## config.mk

```make
export PLATFORM = sky130hd
export DESIGN_NAME = slot_admit
export DESIGN_NICKNAME = d
export VERILOG_FILES = /design/src/rtl/slot_admit_pkg.sv /design/src/rtl/slot_admit_ctrl.sv /design/src/rtl/slot_admit_dp.sv /design/src/rtl/slot_admit.sv
export SDC_FILE = /design/constraint.sdc
export NUM_CORES = 1
export LEC_CHECK = 0
export BUFFER_PORTS_ARGS = -buffer_cell sky130_fd_sc_hd__buf_2
export CORE_ASPECT_RATIO = 1.25
export CORE_MARGIN = 2
export CORE_UTILIZATION = 50
export CTS_BUF_LIST = sky130_fd_sc_hd__clkbuf_8
export DETAILED_ROUTE_END_ITERATION = 8
export PLACE_DENSITY = 0.77
export REMOVE_ABC_BUFFERS = 1
export SLEW_MARGIN = 5
export SYNTH_ARGS = -nofsm -noshare
export SYNTH_HDL_FRONTEND = slang
export SYNTH_SLANG_ARGS = --single-unit
```

## constraint.sdc

```tcl
create_clock -name clk -period 20.5 [get_ports clk]
set_input_delay 2.05 -clock clk [delete_from_list [all_inputs] [get_ports clk]]
set_output_delay 2.05 -clock clk [all_outputs]
set_load 0.02 [all_outputs]
```

## src/rtl/slot_admit_pkg.sv

```systemverilog
package slot_admit_pkg;
  typedef struct packed {
    logic admitTs;
    logic admitBe;
    logic dropBe;
  } admitStrobe_t;
endpackage

```

## src/rtl/slot_admit_ctrl.sv

```systemverilog
module slot_admit_ctrl
  import slot_admit_pkg::*;
(
  input  logic         descValid,
  input  logic         descIsTs,
  input  logic         beFits,
  output admitStrobe_t strobe
);
  always_comb begin
    strobe = '0;
    if (descValid) begin
      if (descIsTs)    strobe.admitTs = 1'b1;
      else if (beFits) strobe.admitBe = 1'b1;
      else             strobe.dropBe  = 1'b1;
    end
  end
endmodule

```

## src/rtl/slot_admit_dp.sv

```systemverilog
module slot_admit_dp
  import slot_admit_pkg::*;
#(
  parameter int TIME_W    = 32,
  parameter int SLOT_LOG2 = 17,
  parameter int DELAY_W   = 20,
  parameter int CNT_W     = 16
) (
  input  logic               clk,
  input  logic               rstN,
  input  logic [TIME_W-1:0]  syncTime,
  input  logic [DELAY_W-1:0] descDelay,
  input  logic [TIME_W-1:0]  tblData,
  input  admitStrobe_t       strobe,
  output logic               beFits,
  output logic               enqValid,
  output logic               enqIsTs,
  output logic [TIME_W-1:0]  enqEligTime,
  output logic               dropValid,
  output logic [CNT_W-1:0]   beDropCount
);
  localparam int IDX_W = TIME_W - SLOT_LOG2;
  localparam logic [TIME_W-1:0] SLOT_LEN = TIME_W'(1) << SLOT_LOG2;

  logic [IDX_W-1:0]  slotIdxQ, nowIdx, nextIdx;
  logic [TIME_W-1:0] nextSlotQ, lastPktQ;
  logic [TIME_W-1:0] curStart, nextStartNow, lpBase, nextEff;
  logic [TIME_W:0]   lpPlus;
  logic              crossing;

  assign nowIdx       = syncTime[TIME_W-1:SLOT_LOG2];
  assign nextIdx      = nowIdx + IDX_W'(1);
  assign crossing     = (nowIdx != slotIdxQ);
  assign curStart     = {nowIdx, {SLOT_LOG2{1'b0}}};
  assign nextStartNow = {nextIdx, {SLOT_LOG2{1'b0}}};
  assign lpBase       = (crossing && (lastPktQ < curStart)) ? curStart : lastPktQ;
  assign nextEff      = crossing ? nextStartNow : nextSlotQ;
  assign lpPlus       = {1'b0, lpBase} + {{(TIME_W + 1 - DELAY_W){1'b0}}, descDelay};
  assign beFits       = (lpPlus <= {1'b0, nextEff});

  always_ff @(posedge clk) begin
    if (!rstN) begin
      slotIdxQ    <= '0;
      nextSlotQ   <= SLOT_LEN;
      lastPktQ    <= '0;
      enqValid    <= 1'b0;
      enqIsTs     <= 1'b0;
      enqEligTime <= '0;
      dropValid   <= 1'b0;
      beDropCount <= '0;
    end else begin
      slotIdxQ    <= nowIdx;
      nextSlotQ   <= nextEff;
      lastPktQ    <= (strobe.admitTs || strobe.admitBe) ? lpPlus[TIME_W-1:0] : lpBase;
      enqValid    <= strobe.admitTs || strobe.admitBe;
      enqIsTs     <= strobe.admitTs;
      enqEligTime <= strobe.admitTs ? tblData : lpBase;
      dropValid   <= strobe.dropBe;
      beDropCount <= beDropCount + CNT_W'(strobe.dropBe);
    end
  end
endmodule

```

## src/rtl/slot_admit.sv

```systemverilog
module slot_admit
  import slot_admit_pkg::*;
#(
  parameter int TIME_W    = 32,
  parameter int SLOT_LOG2 = 17,
  parameter int FLOW_W    = 4,
  parameter int DELAY_W   = 20,
  parameter int RANK_W    = 8,
  parameter int CNT_W     = 16
) (
  input  logic               clk,
  input  logic               rstN,
  input  logic [TIME_W-1:0]  syncTime,
  input  logic               descValid,
  input  logic               descIsTs,
  input  logic [FLOW_W-1:0]  descFlowId,
  input  logic [DELAY_W-1:0] descDelay,
  output logic [FLOW_W-1:0]  tblAddr,
  input  logic [TIME_W-1:0]  tblData,
  output logic               enqValid,
  output logic               enqIsTs,
  output logic [TIME_W-1:0]  enqEligTime,
  output logic [RANK_W-1:0]  enqRank,
  output logic               dropValid,
  output logic [CNT_W-1:0]   beDropCount
);
  admitStrobe_t strobe;
  logic         beFits;

  assign tblAddr = descFlowId;
  assign enqRank = '0;

  slot_admit_ctrl i_ctrl (
    .descValid (descValid),
    .descIsTs  (descIsTs),
    .beFits    (beFits),
    .strobe    (strobe)
  );

  slot_admit_dp #(
    .TIME_W    (TIME_W),
    .SLOT_LOG2 (SLOT_LOG2),
    .DELAY_W   (DELAY_W),
    .CNT_W     (CNT_W)
  ) i_dp (
    .clk         (clk),
    .rstN        (rstN),
    .syncTime    (syncTime),
    .descDelay   (descDelay),
    .tblData     (tblData),
    .strobe      (strobe),
    .beFits      (beFits),
    .enqValid    (enqValid),
    .enqIsTs     (enqIsTs),
    .enqEligTime (enqEligTime),
    .dropValid   (dropValid),
    .beDropCount (beDropCount)
  );
endmodule

```

== Word level (Yosys, flattened, before mapping) ==
Cells that the tools add are included.
Word-level totals
  output and inout bits: 63
  bits in registers: 130
  bits of input ports: 92
Operators by class
  $lt $le $gt $ge: 2
  eq/ne operators: 1
  multiplexer cells: 9
  add/subtract/negate cells: 3
  reductions and logical operators: 2
Operators with widths (number)
  32-bit 2-to-1 mux: 4
  32-bit by 20-bit adder with 33-bit output: 1
  33-bit by 32-bit <= comparator with 1-bit output: 1
  32-bit less-than comparator: 1
  16-bit by 1-bit adder with 16-bit output: 1
  15-bit by 1-bit adder with 15-bit output (second input constant): 1
  15-bit inequality test: 1
  1-bit 2-to-1 mux: 3
  3-bit 2-to-1 mux: 1
  2-bit 2-to-1 mux: 1
  1-bit logical AND: 1
  1-bit logical OR: 1

== Logic depth before layout (Yosys ltp) ==
  depth after elaboration: 10
  mapped depth: 38
  mapped depth without buffers: 32

== Modules after synthesis ==
From an unflattened synthesis, not the netlist that was laid out.
Second synthesis, totals
  cells, all modules: 930
  area total of the unflattened synthesis: 7647.3 um^2
Modules (own cells, without submodules)
  slot_admit_dp: cells each 914, area each 7524.7 um^2, instances 1
  slot_admit: cells each 13, area each 93.8 um^2, instances 1
  slot_admit_ctrl: cells each 3, area each 28.8 um^2, instances 1

== Worst setup path before layout ==
No wires, ideal clock.
  kind: input to register
  from: input port syncTime[27]
  to: register i_dp.beDropCount[10]
  data required time: 20.429 ns
  data arrival time: 8.778 ns
  setup slack: 11.652 ns
  cell stages on the path: 36
  path buffers: 6
  cells stage by stage: clkbuf_2 -> inv_1 -> ha_1 -> nand4_1 -> or4_1 -> a21oi_2 -> or2_1 -> buf_6 -> buf_2 -> buf_2 -> and2_1 -> ha_1 -> inv_1 -> fa_1 -> nor2b_1 -> o31a_1 -> o21ai_1 -> o21a_1 -> o21ai_1 -> o21ai_0 -> xor2_1 -> ha_1 -> nand4_1 -> nor3_1 -> nand4_1 -> o211ai_1 -> or2_2 -> o22a_1 -> clkbuf_1 -> a21oi_1 -> ha_1 -> ha_1 -> clkbuf_1 -> nand2_1 -> or3_1 -> a21oi_1
RTL lines
  from (decl): RTL line slot_admit.sv:13  | input logic [TIME_W-1:0] syncTime,
  to (signal assigned): RTL line slot_admit_dp.sv:59  | beDropCount <= beDropCount + CNT_W'(strobe.dropBe);
  to (decl): RTL line slot_admit_dp.sv:20  | output logic [CNT_W-1:0] beDropCount

== Worst setup path after layout ==
  from: input port syncTime[27]
  to: register i_dp.lastPktQ[2]
Between the ends
  cells in the longest elaborated chain, start to end: 10
RTL lines
  32-bit less-than comparator or 15-bit inequality test (tied branches): RTL line slot_admit_dp.sv:36, slot_admit_dp.sv:33
  1-bit logical AND: RTL line slot_admit_dp.sv:36  | assign lpBase = (crossing && (lastPktQ < curStart)) ? curStart : lastPktQ;
  32-bit 2-to-1 mux: RTL line slot_admit_dp.sv:36
  32-bit by 20-bit adder with 33-bit output: RTL line slot_admit_dp.sv:38  | assign lpPlus = {1'b0, lpBase} + {{(TIME_W + 1 - DELAY_W){1'b0}}, descDelay};
  33-bit by 32-bit <= comparator with 1-bit output: RTL line slot_admit_dp.sv:39  | assign beFits = (lpPlus <= {1'b0, nextEff});
  1-bit 2-to-1 mux: RTL line slot_admit_ctrl.sv:13  | else if (beFits) strobe.admitBe = 1'b1;
  2-bit 2-to-1 mux: RTL line slot_admit_ctrl.sv:12  | if (descIsTs) strobe.admitTs = 1'b1;
  3-bit 2-to-1 mux: RTL line slot_admit_ctrl.sv:11  | if (descValid) begin
  1-bit logical OR: RTL line slot_admit_dp.sv:54  | lastPktQ <= (strobe.admitTs || strobe.admitBe) ? lpPlus[TIME_W-1:0] : lpBase;
  32-bit 2-to-1 mux (*): RTL line slot_admit_dp.sv:54
  to (signal assigned): RTL line slot_admit_dp.sv:54
  to (decl): RTL line slot_admit_dp.sv:26  | logic [TIME_W-1:0] nextSlotQ, lastPktQ;
Every way passes the cells marked *; elsewhere a longest branch is shown, timed or not.
A chain may end at the register's enable or synchronous reset.

==> results.yml <==
place:
  dp_hpwl_um: 14000
  routabilityCongestion: 0.925
  dpl_cell_area_um2: 8050
  io_buffer_count: 121
grt:
  grt_start_max_net_pins: 87
  gr-total-overflow: 0
  first_global_vias: 6414
  grt_pass1_wl_um: 30800
  antenna_found_initial: 0
  track_usage_pct: 24.7
logic_synthesis:
  async_reset_ff_share_pct: 0
  synthCells: 913
  synthTopCellsByCount: "dfxtp_1, nor2_1, nand2_1"
  synth_top_area_share_pct: 35.1
  yosys.cell_types.count: 63
  synth_top_cell_by_area: "dfxtp_1"
  synth_area_leaders: "dfxtp_1, ha_1, nor2_1"
  ys_seq_area_share_pct: 35.1
  synth_edf_count: 0
  yosys_warnings: 0
  syn_area_um2: 7420
  synth.most_common_cell: "dfxtp_1"
  ys_ff_latch: 130
  avgSynthCellArea_um2: 8.13
  ys.flop_type: "dfxtp_1"
timing:
  skew_ns: 0.0102
  fin_crit_ns: 10.16
  max-slew-margin-rel_pct: 16.6
  max_freq_mhz: 98.5
  finalSetupViolCount: 0
  period_share_pct: 49.5
  fin_setup_tns_ns: 0
  worst_slew_pin_slew_ns: 1.24
  hold_viol: 0
  rsz0062_at_grt: "false"
  slew_violations: 0
layout:
  nFillCells: 1356
  final_layout_size_suffix_gt1_share_pct: 17.0
  final_nets: 1176
  final_core_util_pct: 58.6
  stdcell_area_um2: 8470
  antennaDiodeCount: 0
  area_delta_synth_final_pct: 14.1
route:
  drt-total-wl_um: 19300
  drt-pass1-iter-count: 8
  vias_per_cell: 5.61
  first_iter_violations: 414
  wl_per_cell_um: 16.0
  ant_nets: 0
  drc: 6
  num_vias: 6763
critical_path:
  critPathTopFamily: "simple AND/OR/NAND/NOR gates"
  crit_buf_inv: 5
  crit_path_end_kind: "register"
  worstPathRequired_ns: 20.85
  worst_ep_arrival_time_ns: 10.50
  max_stage_delay_ns: 0.94
  cp-start-kind: "primary input"
  critical_path_class: "in -> reg"
  path_max_fanout: 51
  cpMaxStageDelayCell: "nand3_2"
clock_tree:
  cts.path.max_buffers: 2
  postCtsSetupBuffers: 0
  clock_latency_ns: 0.46
  cts_resized: 0
  clock_sinks: 130
  clk_pin_slew_ns: 0.07
  cts_hold_buf: 0
  cts_max_level: 4
  cts_inserted_buffers: 17
  root_buffer: "clkbuf_8"
  cts_tree: "done"
floorplan:
  start_util_pct: 51.3
  dieHeight_um: 140
  io_pins: 155
  core_area_um2: 14500
  fp-row-count: 49
  die_area_um2: 15800
  die_x_um: 113
pwr:
  power_density_nw_per_um2: 76.1
  ir_worst_vdd_uv: 38.8
  leakage_nw: 3.94
  p_total_mw: 0.645
outcome:
  status: "complete, but fails checks"
  violations: "DRC"
flow_run:
  drv_cap: 0
hold_path:
  hold_path.class: "reg -> reg"
layer usage:
layer / part of all wire, % / vias to the layer above / GRT usage, %
met3: 6.4 / 30 / 5.58
li1: - / 3347 / -
met1: 41 / 3161 / 29.0
met5: 0 / - / 0
met4: 2.3 / 0 / 9.18
met2: 51 / 225 / 43.7
metrics by stage:
step                setup WS [ns]  hold slack [ns]  cells
floorplan                   11.29            0.424    869
global placement            10.08            0.432   1173
detailed placement           9.95            0.438   1173
CTS                         10.44            0.448   1205
global route                 9.87            0.473   1205
finish                      10.34            0.446   1205
power by group:
| part | internal, mW | total [mW] | leakage [nW] | switching (mW) |
|---|---|---|---|---|
| combinational | 0.0522 | 0.138 | 2.65 | 0.0856 |
| clock | 0.133 | 0.235 | 0.224 | 0.102 |
| sequential | 0.266 | 0.273 | 1.07 | 0.00616 |
cells in the final DEF, fill, tap and decap left out, drive strengths merged, types with 4 or more instances in the layout:
| cell | instances |
|---|---|
| or3 | 7 |
| a22o | 5 |
| and3 | 12 |
| clkinv | 7 |
| nor3 | 35 |
| or2 | 6 |
| xnor2 | 42 |
| nand3 | 32 |
| nor2b | 4 |
| nand2 | 90 |
| bufinv | 4 |
| buf | 126 |
| a21o | 15 |
| mux2i | 13 |
| a21oi | 70 |
| dfxtp | 130 |
| conb | 8 |
| ha | 69 |
| a211oi | 4 |
| nand4 | 26 |
| xor2 | 26 |
| and2 | 12 |
| o21a | 16 |
| nor2 | 112 |
| o21ai | 56 |
| clkbuf | 18 |
| inv | 44 |
worst paths after layout:
path / from / to / slack [ns] / cells after the start
worst max-delay path: syncTime[27] / i_dp.lastPktQ[2]$_SDFF_PN0_ / 10.34 / 28
worst min-delay path: i_dp.nextSlotQ[2]$_SDFF_PN0_ / i_dp.nextSlotQ[2]$_SDFF_PN0_ / 0.45 / 2
worst max register to register: i_dp.lastPktQ[27]$_SDFF_PN0_ / i_dp.lastPktQ[2]$_SDFF_PN0_ / 11.86 / 26
worst min register to register: i_dp.nextSlotQ[2]$_SDFF_PN0_ / i_dp.nextSlotQ[2]$_SDFF_PN0_ / 0.45 / 2
flip-flops by register name, summed over array words and instances, names as in the netlist:
register	count
i_dp.dropValid	1
i_dp.slotIdxQ	15
i_dp.lastPktQ	32
i_dp.beDropCount	16
i_dp.enqEligTime	32
i_dp.enqIsTs	1
i_dp.enqValid	1
i_dp.nextSlotQ	32
cell type report:
class                   instances  area (um2)  share of cell area [%]
flip-flops and latches        130        2600                    30.7
repair buffers                126         643                    7.59
inverters                      42         158                    1.86
clock buffers                  18         248                    2.92
well taps                     178         223                    2.63
multi-input cells             697        4430                    52.3
clock inverters                14         170                    2.01
cell families after synthesis:
logic type | share of synthesized area [%]
and+or+nand+nor | 21.4
muxes | 2.26
adders and majority gates | 11.9
xor gates and xnor gates | 8.02
buffers and inverters | 5.75
DFF | 35.1
other | 0.0505
AOI/OAI and AO/OA | 15.5
worst min-delay path, delay by kind of cell (launching register included):
kind	cells	cell delay [ns]
flip-flops	1	0.30
AND/OR/NAND/NOR	2	0.11
Power figures use the tool's default switching activity.
